===== src/rtl/hlp_pkg.sv =====
package hlp_pkg;

  typedef enum logic [1:0] {
    PT_IDLE   = 2'd0,
    PT_WAIT   = 2'd1,
    PT_ACTIVE = 2'd2
  } pt_state_e;

  function automatic int unsigned max2(input int unsigned a, input int unsigned b);
    return (a > b) ? a : b;
  endfunction

  // counter width able to hold values 0..n-1, never below one bit
  function automatic int unsigned cnt_bits(input int unsigned n);
    return (n < 2) ? 1 : $clog2(n);
  endfunction

endpackage


===== src/rtl/hlp_ref_tracker.sv =====
module hlp_ref_tracker
  import hlp_pkg::*;
#(
  parameter int unsigned FREE_CYC = 858,
  parameter int unsigned MIN_GAP  = 644
) (
  input  logic clk,
  input  logic rst,
  input  logic ref_strobe,
  output logic tick
);
  localparam int unsigned CW = cnt_bits(FREE_CYC);
  localparam logic [CW-1:0] GAP_LIM  = CW'(MIN_GAP);
  localparam logic [CW-1:0] FREE_LIM = CW'(FREE_CYC - 1);

  logic [CW-1:0] since_q;
  logic          tick_q;
  logic          accept;
  logic          expire;

  assign accept = ref_strobe && (since_q >= GAP_LIM);
  assign expire = (since_q == FREE_LIM);

  always_ff @(posedge clk) begin
    if (rst) begin
      since_q <= GAP_LIM;
      tick_q  <= 1'b0;
    end else if (accept || expire) begin
      since_q <= '0;
      tick_q  <= 1'b1;
    end else begin
      since_q <= since_q + 1'b1;
      tick_q  <= 1'b0;
    end
  end

  assign tick = tick_q;


  tick_gap_chk: assert property (@(posedge clk) disable iff (rst)
    tick_q |=> !tick_q);


  free_tick_chk: assert property (@(posedge clk) disable iff (rst)
    (since_q == FREE_LIM) |=> tick_q);

endmodule


===== src/rtl/hlp_line_phase.sv =====
module hlp_line_phase (
  input  logic clk,
  input  logic rst,
  input  logic tick,
  output logic line_go
);
  logic odd_q;

  always_ff @(posedge clk) begin
    if (rst)       odd_q <= 1'b0;
    else if (tick) odd_q <= ~odd_q;
  end

  assign line_go = tick && !odd_q;


  mid_tick_chk: assert property (@(posedge clk) disable iff (rst)
    line_go |=> !line_go);

endmodule


===== src/rtl/hlp_pulse_timer.sv =====
module hlp_pulse_timer
  import hlp_pkg::*;
#(
  parameter int unsigned DELAY = 0,
  parameter int unsigned WIDTH = 146
) (
  input  logic clk,
  input  logic rst,
  input  logic start,
  output logic pulse
);
  localparam int unsigned CW = cnt_bits(max2(DELAY, WIDTH));
  localparam bit HAS_DELAY = (DELAY > 0);
  localparam logic [CW-1:0] DLY_LOAD = HAS_DELAY ? CW'(DELAY - 1) : '0;
  localparam logic [CW-1:0] WID_LOAD = CW'(WIDTH - 1);

  pt_state_e     st_q;
  logic [CW-1:0] left_q;
  logic          out_q;

  always_ff @(posedge clk) begin
    if (rst) begin
      st_q   <= PT_IDLE;
      left_q <= '0;
      out_q  <= 1'b0;
    end else if (start) begin
      if (HAS_DELAY) begin
        st_q   <= PT_WAIT;
        left_q <= DLY_LOAD;
        out_q  <= 1'b0;
      end else begin
        st_q   <= PT_ACTIVE;
        left_q <= WID_LOAD;
        out_q  <= 1'b1;
      end
    end else begin
      unique case (st_q)
        PT_WAIT: begin
          if (left_q == '0) begin
            st_q   <= PT_ACTIVE;
            left_q <= WID_LOAD;
            out_q  <= 1'b1;
          end else begin
            left_q <= left_q - 1'b1;
          end
        end
        PT_ACTIVE: begin
          if (left_q == '0) begin
            st_q  <= PT_IDLE;
            out_q <= 1'b0;
          end else begin
            left_q <= left_q - 1'b1;
          end
        end
        default: begin
          st_q  <= PT_IDLE;
          out_q <= 1'b0;
        end
      endcase
    end
  end

  assign pulse = out_q;

  // independent length meter for the width check
  logic [CW:0] hi_len_q;
  always_ff @(posedge clk) begin
    if (rst)        hi_len_q <= '0;
    else if (out_q) hi_len_q <= hi_len_q + 1'b1;
    else            hi_len_q <= '0;
  end


  width_chk: assert property (@(posedge clk) disable iff (rst)
    ($fell(out_q) && !$past(rst)) |-> (hi_len_q == (CW+1)'(WIDTH)));

endmodule


===== src/rtl/hline_pulse_gen.sv =====
module hline_pulse_gen
  import hlp_pkg::*;
#(
  parameter int unsigned FREE_CYC    = 858,
  parameter int unsigned MIN_GAP     = 644,
  parameter int unsigned HS_WIDTH    = 146,
  parameter int unsigned CLAMP_DELAY = 146,
  parameter int unsigned CLAMP_WIDTH = 92
) (
  input  logic clk,
  input  logic rst,
  input  logic ref_strobe,
  output logic hsync_o,
  output logic clamp_o
);
  // clamp delay is counted from the sync rising edge, i.e. one edge after start
  localparam int unsigned CL_START_DLY = CLAMP_DELAY;

  logic tick;
  logic line_go;

  hlp_ref_tracker #(
    .FREE_CYC (FREE_CYC),
    .MIN_GAP  (MIN_GAP)
  ) u_ref (
    .clk        (clk),
    .rst        (rst),
    .ref_strobe (ref_strobe),
    .tick       (tick)
  );

  hlp_line_phase u_phase (
    .clk     (clk),
    .rst     (rst),
    .tick    (tick),
    .line_go (line_go)
  );

  hlp_pulse_timer #(
    .DELAY (0),
    .WIDTH (HS_WIDTH)
  ) u_hs (
    .clk   (clk),
    .rst   (rst),
    .start (line_go),
    .pulse (hsync_o)
  );

  hlp_pulse_timer #(
    .DELAY (CL_START_DLY),
    .WIDTH (CLAMP_WIDTH)
  ) u_cl (
    .clk   (clk),
    .rst   (rst),
    .start (line_go),
    .pulse (clamp_o)
  );

  logic rst_d;
  always_ff @(posedge clk) rst_d <= rst;


  always @(posedge clk) begin
    if (rst_d) begin
      reset_low_chk: assert (!hsync_o && !clamp_o);
    end
  end


  hs_rise_chk: assert property (@(posedge clk) disable iff (rst)
    $rose(hsync_o) |-> $past(line_go));

  generate
    if (CLAMP_DELAY >= HS_WIDTH) begin : g_sep

      no_overlap_chk: assert property (@(posedge clk) disable iff (rst)
        !(hsync_o && clamp_o));
    end
  endgenerate

endmodule


===== config.mk =====
export PLATFORM = sky130hd
export DESIGN_NAME = hline_pulse_gen
export DESIGN_NICKNAME = d
export VERILOG_FILES = /design/src/rtl/hlp_pkg.sv /design/src/rtl/hlp_ref_tracker.sv /design/src/rtl/hlp_line_phase.sv /design/src/rtl/hlp_pulse_timer.sv /design/src/rtl/hline_pulse_gen.sv
export SDC_FILE = /design/constraint.sdc
export NUM_CORES = 1
export LEC_CHECK = 0
export BUFFER_PORTS_ARGS = -buffer_cell sky130_fd_sc_hd__clkbuf_2
export CAP_MARGIN = 30
export CORE_MARGIN = 2
export CORE_UTILIZATION = 50
export DETAILED_ROUTE_END_ITERATION = 10
export GPL_TIMING_DRIVEN = 0
export PLACE_DENSITY_LB_ADDON = 0.15
export SETUP_SLACK_MARGIN = 0.5
export SYNTH_ARGS = -nofsm -noshare
export SYNTH_HDL_FRONTEND = slang
export SYNTH_HIERARCHICAL = 1
export SYNTH_SLANG_ARGS = --single-unit
export TNS_END_PERCENT = 50

===== constraint.sdc =====
create_clock -name clk -period 2.8 [get_ports clk]
set_input_delay 0.42 -clock clk [delete_from_list [all_inputs] [get_ports clk]]
set_output_delay 0.42 -clock clk [all_outputs]
set_load 0.05 [all_outputs]

==> results.yml, run 1 <==
cells_and_area:
  most-common-layout-cells: "dfxtp_1 (31), a21oi_1 (16), nor2_1 (16)"
  final_core_util: 0.573
  mostFrequentLayoutCell: "dfxtp_1"
  areaGrowthSynthToFinish_pct: 9.29
  final_nets: 221
  final_layout_size_suffix_gt1_frac: 0.179
  antenna_cells: 0
detailed_routing:
  drt-total-wl_mm: 3.73
  route.detailed.wl_per_inst_um: 14.5
  firstDrtPassIters: 4
  vias_per_cell: 5.87
  drt.antenna.violating_nets: 0
  detail_route.iter0.violations: 122
  route.vias.total: 1514
  remaining_drc_errors: 0
synthesis:
  synth.lib_cells_used.distinct: 53
  yosys-top-cells-area: "dfxtp_1 (35%), ha_1 (5.0%), a21oi_1 (4.5%), nor3_2 (3.4%), nor2_1 (3.4%)"
  synth_mux_area_frac: 0.0227
  synthArstFlopShare: 0
  mapped_cell_area_um2: 1760
  postSynthAreaPerCell_um2: 8.82
  dominant_combinational_cell_family_by_area_after_synthesis: "simple AND/OR/NAND/NOR gates"
  synth-edff-count: 0
  synthFlopType: "dfxtp_1"
  synth.top_cell.area_share: 0.352
  synth_largest_area_cell: "dfxtp_1"
  yosys.area_share.xor_xnor: 0.0539
  synth_simple_gate_area_share: 0.291
  synth_cells: 200
  synth-compound-area-share: 0.184
  synth_adder_area_share: 0.0496
  synthesis.yosys.warnings: 6
  synth_nets: 210
  seq_area_frac_synth: 0.352
  synth-seq-cells: 31
floorplanning:
  die_height_um: 63.4
  starting_utilization_of_the_core_area: 0.525
  floorplan.die.width_um: 63.4
  placementRows: 21
  design.core.area_um2: 3360
  die-area_um2: 4020
  io_pins: 5
setup_path:
  cp_peak_stage_delay_ps: 350
  crit_type: "reg2reg"
  cp_data_required_time_ps: 3030
  worst_r2r_endpoint: "u_cl/left_q[3]"
  critical_path_end_type: "register"
  nature_of_the_critical_path_startpoint: "register"
  reg2reg_slack_ps: 810
  cp_data_arrival_time_ps: 2220
  critical-path-top-delay-family: "compound AO/OA/AOI/OAI gates"
  timing.critical_path.depth: 7
  timing.rr.start: "u_cl/left_q[0]"
  path_buf_inv: 2
  slowest_stage_cell_on_the_critical_path: "a21oi_1"
  largest_fanout_on_the_critical_path: 7
  crit_chain: "clkbuf_1, inv_1, ha_1, nor4b_2, a21oi_1, nor3b_1, a2111oi_2"
  critical_path.startpoint: "u_cl/left_q[0]"
  critPathCapture: "u_cl/left_q[3]"
  ff2ff_path_depth: 7
flow_run:
  maxCapViolCount: 0
power_and_ir_drop:
  comb_pwr_share: 0.386
  power.sequential.fraction: 0.373
  ir_worst_vdd_uv: 450
  swShare: 0.377
  static-leakage-power_nw: 0.742
  internal_power_mw: 0.954
  power.share.clock: 0.241
  power_switching_mw: 0.579
  power.density_cell_area_nw_per_um2: 795
  report.power.total_mw: 1.53
cts:
  cts_root_buf: "clkbuf_4"
  post_cts_resize_count: 0
  path_clk_slew_ps: 100
  tritoncts: "built"
  worstSkewPairLatency_ps: 330
  cts-root-to-sink-buffers: 2
  postCtsSetupRepairBufs: 0
  cts.sink_count: 31
  h-tree-depth: 2
  cts_inserted_buffers: 5
  post_cts_hold_buffer_count: 0
grt:
  maximum_number_of_pins_on_one_net_before_global_route_repair: 17
  grt_first_pass_wirelength_mm: 6.56
  antenna_found_initial: 0
  overflow_left_after_global_routing: 0
  grt_util_all_layers: 0.203
  via_count_of_the_first_global_routing_pass: 1493
timing:
  hold_violations: 0
  final.setup.tns_ps: 0
  upper_clock_frequency_limit_mhz: 504
  maxSlewViolCount: 0
  slew_headroom: 0.524
  setup_skew_ps: 8.32
  worst_pin_slew_ps: 707
  timing.final.crit_share: 0.709
  setup_violations: 0
  final_period_minus_worst_setup_slack_ps: 1990
  unrepaired_setup_endpoints_after_global_routing: "false"
placed_design:
  placed_wire_length_estimate_after_detailed_placement_mm: 2.60
  globalplace.congestion: 0.851
  portBuffers: 4
status:
  run_status: "complete, no violations"
worst_hold_path:
  min-delay-path-class: "in2reg"
-- worst min path at each step --
stage | endpoint | cells past startpoint | slack, ps | from
6_report | u_cl/left_q[0] | 2 | 490 | rst
5_1_grt | u_cl/left_q[7] | 2 | 500 | rst
4_1_cts | u_cl/left_q[0] | 2 | 480 | rst
3_5_place_dp | u_hs/left_q[5] | 2 | 500 | u_hs/left_q[5]
3_3_place_gp | u_phase/odd_q | 2 | 490 | u_ref/tick
2_1_floorplan | u_hs/left_q[5] | 2 | 460 | u_hs/left_q[5]
-- per-stage QoR --
step / hold slack (ps) / instances / cell area (um2) / setup WS, ps
2_1_floorplan: 463 / 200 / 1760 / 1040
5_1_grt: 498 / 258 / 1930 / 622
3_3_place_gp: 487 / 250 / 1840 / 881
6_report: 495 / 258 / 1930 / 814
4_1_cts: 481 / 258 / 1930 / 813
3_5_place_dp: 502 / 250 / 1840 / 847
-- layer usage --
metal,up-vias,track usage,wire (um)
met5,-,0,0
met4,0,0.0870,26
met3,4,0.0393,106
met2,21,0.368,1970
met1,735,0.230,1630
li1,754,-,-
-- state kept, by name (all words and copies together) (netlist names) --
signal / cells
u_hs/left_q: 8
u_hs/pulse: 1
u_phase/odd_q: 1
u_cl/st_q: 1
u_ref/tick: 1
u_cl/pulse: 1
u_cl/left_q: 8
u_ref/since_q: 10
-- cells in the mapped netlist (all sizes together) (4+ instances only) --
library cell and count:
nor3b 5, ha 7, nor4 4, a2111oi 5
a211oi 5, a21oi 16, nand2 10, o21ai 8
nand3 5, xnor2 4, nor3 8, buf 4
xor2 6, clkbuf 4, or3 4, nand4 6
dfxtp 31, inv 11, nor2 16, mux2i 4
or2 4
-- logic make-up after synthesis --
kind of cell,Yosys count
AND/OR/NAND/NOR,82
AO/OA/AOI/OAI,47
flip-flops,31
buffers and inverters,19
XOR/XNOR,10
adder cells (fa/ha/maj),7
multiplexers,4
-- power groups by stage --
stage	Clock [mW]	Sequential (mW)	Combinational [mW]
2_1_floorplan	0	0.573	0.461
3_3_place_gp	0	0.575	0.561
3_5_place_dp	0	0.579	0.580
4_1_cts	0.385	0.570	0.586
5_1_grt	0.398	0.583	0.659
6_report	0.370	0.572	0.591
-- final cells by class --
type / instances / area (um2)
sequential: 31 / 621
timing repair buffer: 4 / 20.0
clock buffer: 6 / 51.3
tap: 46 / 57.6
fill: 333 / 1440
inverter: 11 / 41.3
multi-input combinational: 150 / 1060
clock inverter: 2 / 35.0
buffer: 8 / 40.0
Power figures use the tool's default switching activity.
==> run 2, diff against run 1 <==
==> constraint.sdc (replaced) <==
create_clock -name clk -period 2 [get_ports clk]
set_input_delay 0.3 -clock clk [delete_from_list [all_inputs] [get_ports clk]]
set_output_delay 0.3 -clock clk [all_outputs]
set_load 0.05 [all_outputs]
==> run 2 against run 1 <==
Effect of this change:
- non-clock buffer count is 8 higher
- flip-flop and latch count stayed put
- count of clock-buffer cells in the layout stayed put
- critical path type unchanged
- critical endpoint is now u_hs/left_q[4]
==> results.yml, run 2 (same netlist as run 1, synthesis figures left out) <==
status:
  run_status: "complete, no violations"
timing:
  setup_skew_ps: 16.8
  final_period_minus_worst_setup_slack_ps: 1570
  setup_violations: 0
  final.setup.tns_ps: 0
  maxSlewViolCount: 0
  hold_violations: 0
  postLayoutSetupSlackWorst_ps: 435
  upper_clock_frequency_limit_mhz: 639
  unrepaired_setup_endpoints_after_global_routing: "true"
  worst_pin_slew_ps: 584
  timing.final.crit_share: 0.783
  slew_headroom: 0.607
cells_and_area:
  most-common-layout-cells: "dfxtp_1 (21), nor2_1 (15), a21oi_1 (13)"
  antenna_cells: 0
  stdcell_area_um2: 2180
  final_layout_size_suffix_gt1_frac: 0.368
  largest_register_ffs: 10
  finish.cell_count_without_fillers: 266
  top_regs: "u_ref/since_q: 10 flops, u_cl/left_q: 8 flops, u_hs/left_q: 8 flops"
  max_flop_register: "u_ref/since_q"
  fillerInstances: 303
  mostFrequentLayoutCell: "dfxtp_1"
  final_nets: 229
  areaGrowthSynthToFinish_pct: 23.7
cts:
  h-tree-depth: 2
  cts_inserted_buffers: 5
  cts.sink_count: 31
  cts_root_buf: "clkbuf_4"
  post_cts_hold_buffer_count: 0
  worstSkewPairLatency_ps: 350
  cts-root-to-sink-buffers: 2
  tritoncts: "built"
  path_clk_slew_ps: 110
floorplanning:
  die-area_um2: 4020
  placementRows: 21
  die_height_um: 63.4
  starting_utilization_of_the_core_area: 0.525
  io_pins: 5
  floorplan.die.width_um: 63.4
  design.core.area_um2: 3360
grt:
  via_count_of_the_first_global_routing_pass: 1485
  antenna_found_initial: 0
  grt_first_pass_wirelength_mm: 6.44
  grt_util_all_layers: 0.205
  maximum_number_of_pins_on_one_net_before_global_route_repair: 17
  overflow_left_after_global_routing: 0
placed_design:
  globalplace.congestion: 0.849
  dpl_cell_area_um2: 1880
  post-place-cells: 250
  portBuffers: 4
  placed_wire_length_estimate_after_detailed_placement_mm: 2.56
  worst_slack_placed_ps: 279
detailed_routing:
  vias_per_cell: 5.76
  detail_route.iter0.violations: 90
  drt-total-wl_mm: 3.96
  route.detailed.wl_per_inst_um: 14.9
  remaining_drc_errors: 0
  drt.antenna.violating_nets: 0
  route.vias.total: 1533
  firstDrtPassIters: 4
setup_path:
  cp_data_arrival_time_ps: 1820
  nature_of_the_critical_path_startpoint: "register"
  cp_data_required_time_ps: 2250
  critical_path.startpoint: "u_hs/left_q[0]"
  crit_type: "reg2reg"
  critical_path_end_type: "register"
  timing.rr.start: "u_hs/left_q[0]"
  largest_fanout_on_the_critical_path: 5
power_and_ir_drop:
  ir_worst_vdd_uv: 758
  static-leakage-power_nw: 0.825
  power.density_cell_area_nw_per_um2: 1160
worst_hold_path:
  min-delay-path-class: "in2reg"
  hold_path_startpoint: "rst"
flow_run:
  maxCapViolCount: 0
[run 2: cell count changes in the layout (fill, tap and decap cells not counted), sizes merged]
cell | before | now
clkbuf | 14 | 13
buf | 4 | 13
[run 2: cell type report]
type                    instances  area [um2]  share of cell area
plain buffers                   8        65.1              0.0298
well taps                      46        57.6              0.0264
multi-input cells             150        1200               0.552
repair buffers                 12        83.8              0.0384
clock inverters                 2        35.0              0.0161
flip-flops and latches         31         638               0.292
inverters                      11        46.3              0.0212
clock buffers                   6        51.3              0.0235
[run 2: path summary, 6_finish.rpt]
path	end	slack, ps	depth (start not counted)
min reg2reg	u_hs/left_q[1]	510	2
min	u_cl/st_q[0]	350	2
max reg2reg	u_hs/left_q[4]	430	5
max	u_hs/left_q[4]	430	5
[run 2: what timing repair did]
item                                   4_1_cts  5_1_grt
resized for setup                           21       26
buffers inserted                             6        2
pin swaps                                    6        7
setup endpoints to repair                   21       27
endpoints found under the hold margin        0        0
[run 2: worst max-delay path, cell delays in order, from the launching register on]
cell and delay (ps):
dfxtp_2 360, inv_2 80, ha_2 180, or3b_4 420, o2111a_1 240, a211oi_1 200
[run 2: metrics by stage]
stage	total power [mW]	hold slack [ps]	util
2_1_floorplan	1.51	369	-
3_3_place_gp	1.66	468	0.560
3_5_place_dp	1.70	486	0.560
4_1_cts	2.41	335	0.621
5_1_grt	2.69	369	0.649
6_report	2.54	355	0.649
[run 2: per-layer routing]
layer | track usage | part of all wire
met5 | 0 | 0
met1 | 0.225 | 0.43
met4 | 0.0761 | 0.015
met2 | 0.370 | 0.54
met3 | 0.0589 | 0.021
[run 2: report_power, final]
part | switching (mW) | internal (mW) | leakage [nW]
Combinational | 0.598 | 0.576 | 0.519
Sequential | 0.124 | 0.709 | 0.258
Clock | 0.238 | 0.295 | 0.0482
==> run 3, diff against run 2 <==
==> constraint.sdc (replaced) <==
create_clock -name clk -period 1.6 [get_ports clk]
set_input_delay 0.24 -clock clk [delete_from_list [all_inputs] [get_ports clk]]
set_output_delay 0.24 -clock clk [all_outputs]
set_load 0.05 [all_outputs]
==> run 3 against run 2 <==
Effect of this change:
- core utilization is 8.6 points higher
- sequential share of layout area is 3.0 points lower
- worst hold slack worse by 14 ps
- critical path depth is 1 lower
- via count is 12% higher
- setup slack worse by 420 ps
- cell area is 13% higher
- routed wire length is 20% higher
- final cell count is 7.1% higher
- global-route usage is 3.7 points higher
- largest power group unchanged
- highest routed layer unchanged
==> results.yml, run 3 (same netlist as run 1, synthesis figures left out) <==
setup_path:
  timing.rr.start: "u_hs/left_q[2]"
  critical-path-top-delay-family: "simple AND/OR/NAND/NOR gates"
  critical_path.startpoint: "u_hs/left_q[2]"
  critical_path_end_type: "register"
  crit_type: "reg2reg"
  slowest_stage_cell_on_the_critical_path: "or4_4"
  nature_of_the_critical_path_startpoint: "register"
  cp_data_required_time_ps: 1810
  cp_data_arrival_time_ps: 1800
  reg2reg_slack_ps: 20
  cp_peak_stage_delay_ps: 530
  largest_fanout_on_the_critical_path: 5
  crit_chain: "or4_4, buf_6, o211a_1, a2111oi_2"
  path_buf_inv: 1
floorplanning:
  design.core.area_um2: 3360
  floorplan.die.width_um: 63.4
  die-area_um2: 4020
  die_height_um: 63.4
  starting_utilization_of_the_core_area: 0.525
  placementRows: 21
  io_pins: 5
cts:
  cts_root_buf: "clkbuf_4"
  post_cts_hold_buffer_count: 0
  cts_inserted_buffers: 5
  h-tree-depth: 2
  worstSkewPairLatency_ps: 330
  cts-root-to-sink-buffers: 2
  path_clk_slew_ps: 100
  tritoncts: "built"
  cts.sink_count: 31
worst_hold_path:
  hold_path_startpoint: "rst"
  min-delay-path-class: "in2reg"
timing:
  slew_headroom: 0.554
  final_period_minus_worst_setup_slack_ps: 1580
  setup_violations: 0
  unrepaired_setup_endpoints_after_global_routing: "true"
  setup_skew_ps: 10.9
  maxSlewViolCount: 0
  hold_violations: 0
  upper_clock_frequency_limit_mhz: 632
  timing.final.crit_share: 0.988
  worst_pin_slew_ps: 669
status:
  run_status: "complete, no violations"
grt:
  maximum_number_of_pins_on_one_net_before_global_route_repair: 17
  overflow_left_after_global_routing: 0
  antenna_found_initial: 0
  via_count_of_the_first_global_routing_pass: 1649
  grt_util_all_layers: 0.242
  grt_first_pass_wirelength_mm: 7.73
placed_design:
  dpl_cell_area_um2: 1890
  globalplace.congestion: 0.838
  placed_wire_length_estimate_after_detailed_placement_mm: 2.60
  portBuffers: 4
detailed_routing:
  route.vias.total: 1716
  remaining_drc_errors: 0
  drt.antenna.violating_nets: 0
  drt-total-wl_mm: 4.76
  detail_route.iter0.violations: 103
  vias_per_cell: 6.02
  firstDrtPassIters: 4
  route.detailed.wl_per_inst_um: 16.7
power_and_ir_drop:
  report.power.total_mw: 3.28
  power.density_cell_area_nw_per_um2: 1330
  ir_worst_vdd_uv: 718
  static-leakage-power_nw: 0.948
cells_and_area:
  antenna_cells: 0
  stdcell_area_um2: 2470
  areaGrowthSynthToFinish_pct: 40.1
  largest_register_ffs: 10
  top_regs: "u_ref/since_q: 10 flops, u_cl/left_q: 8 flops, u_hs/left_q: 8 flops"
  max_flop_register: "u_ref/since_q"
  final_layout_size_suffix_gt1_frac: 0.494
  most-common-layout-cells: "buf_4 (23), dfxtp_1 (17), nor2_1 (14)"
  final_nets: 249
  mostFrequentLayoutCell: "buf_4"
flow_run:
  maxCapViolCount: 0
==> run 3: changes by cell type in the layout (fill, tap and decap cells not counted), sizes merged <==
cell,change
buf,+22
bufinv,-1
clkbuf,-2
==> run 3: worst reg2reg max path, stage by stage (launching register included) <==
cell and delay, ps:
dfxtp_4 360, or4_4 530, buf_6 150, o211a_1 240
a2111oi_2 200
==> run 3: report_power, final <==
group	leakage [nW]	internal [mW]	total [mW]	switching (mW)
logic	0.654	0.891	1.76	0.869
clock network	0.0341	0.204	0.477	0.274
registers	0.260	0.889	1.04	0.155
==> run 3: worst paths after layout <==
| kind | to | depth (start not counted) |
|---|---|---|
| worst max-delay path | u_hs/left_q[1] | 4 |
| worst min-delay path | u_hs/left_q[0] | 2 |
| worst max register to register | u_hs/left_q[1] | 4 |
| worst min register to register | u_cl/left_q[1] | 2 |
==> run 3: cell type report <==
type,instances,area (um2)
Multi-Input combinational cell,150,1330
Fill cell,258,891
Timing Repair Buffer,32,262
Sequential cell,31,648
Clock inverter,1,5.00
Tap cell,46,57.6
Inverter,11,46.3
Buffer,8,77.6
Clock buffer,6,51.3
==> run 3: repair_timing <==
item,in CTS,in global routing
pin swaps,22,17
resized for setup,55,32
setup endpoints to repair,32,32
setup buffers,21,7
==> run 3: layer usage <==
metal	share of wire	wire length, um	track usage	vias to the layer above
li1	-	-	-	809
met2	0.52	2490	0.433	46
met5	0	0	0	-
met1	0.43	2030	0.280	850
met4	0.017	80	0.0978	0
met3	0.032	154	0.0482	11
==> run 3: stage by stage <==
stage | hold WS (ps) | utilization | instances | TNS [ps] | setup WS (ps)
finish | 341 | 0.735 | 285 | 0 | 18.4
global route | 332 | 0.735 | 285 | -111 | -38.3
CTS | 315 | 0.686 | 278 | 0 | 30.7
detailed placement | 484 | 0.563 | 250 | -214 | -103
global placement | 468 | 0.563 | 250 | -53.8 | -53.8
floorplan | 309 | - | 200 | 0 | 89.0
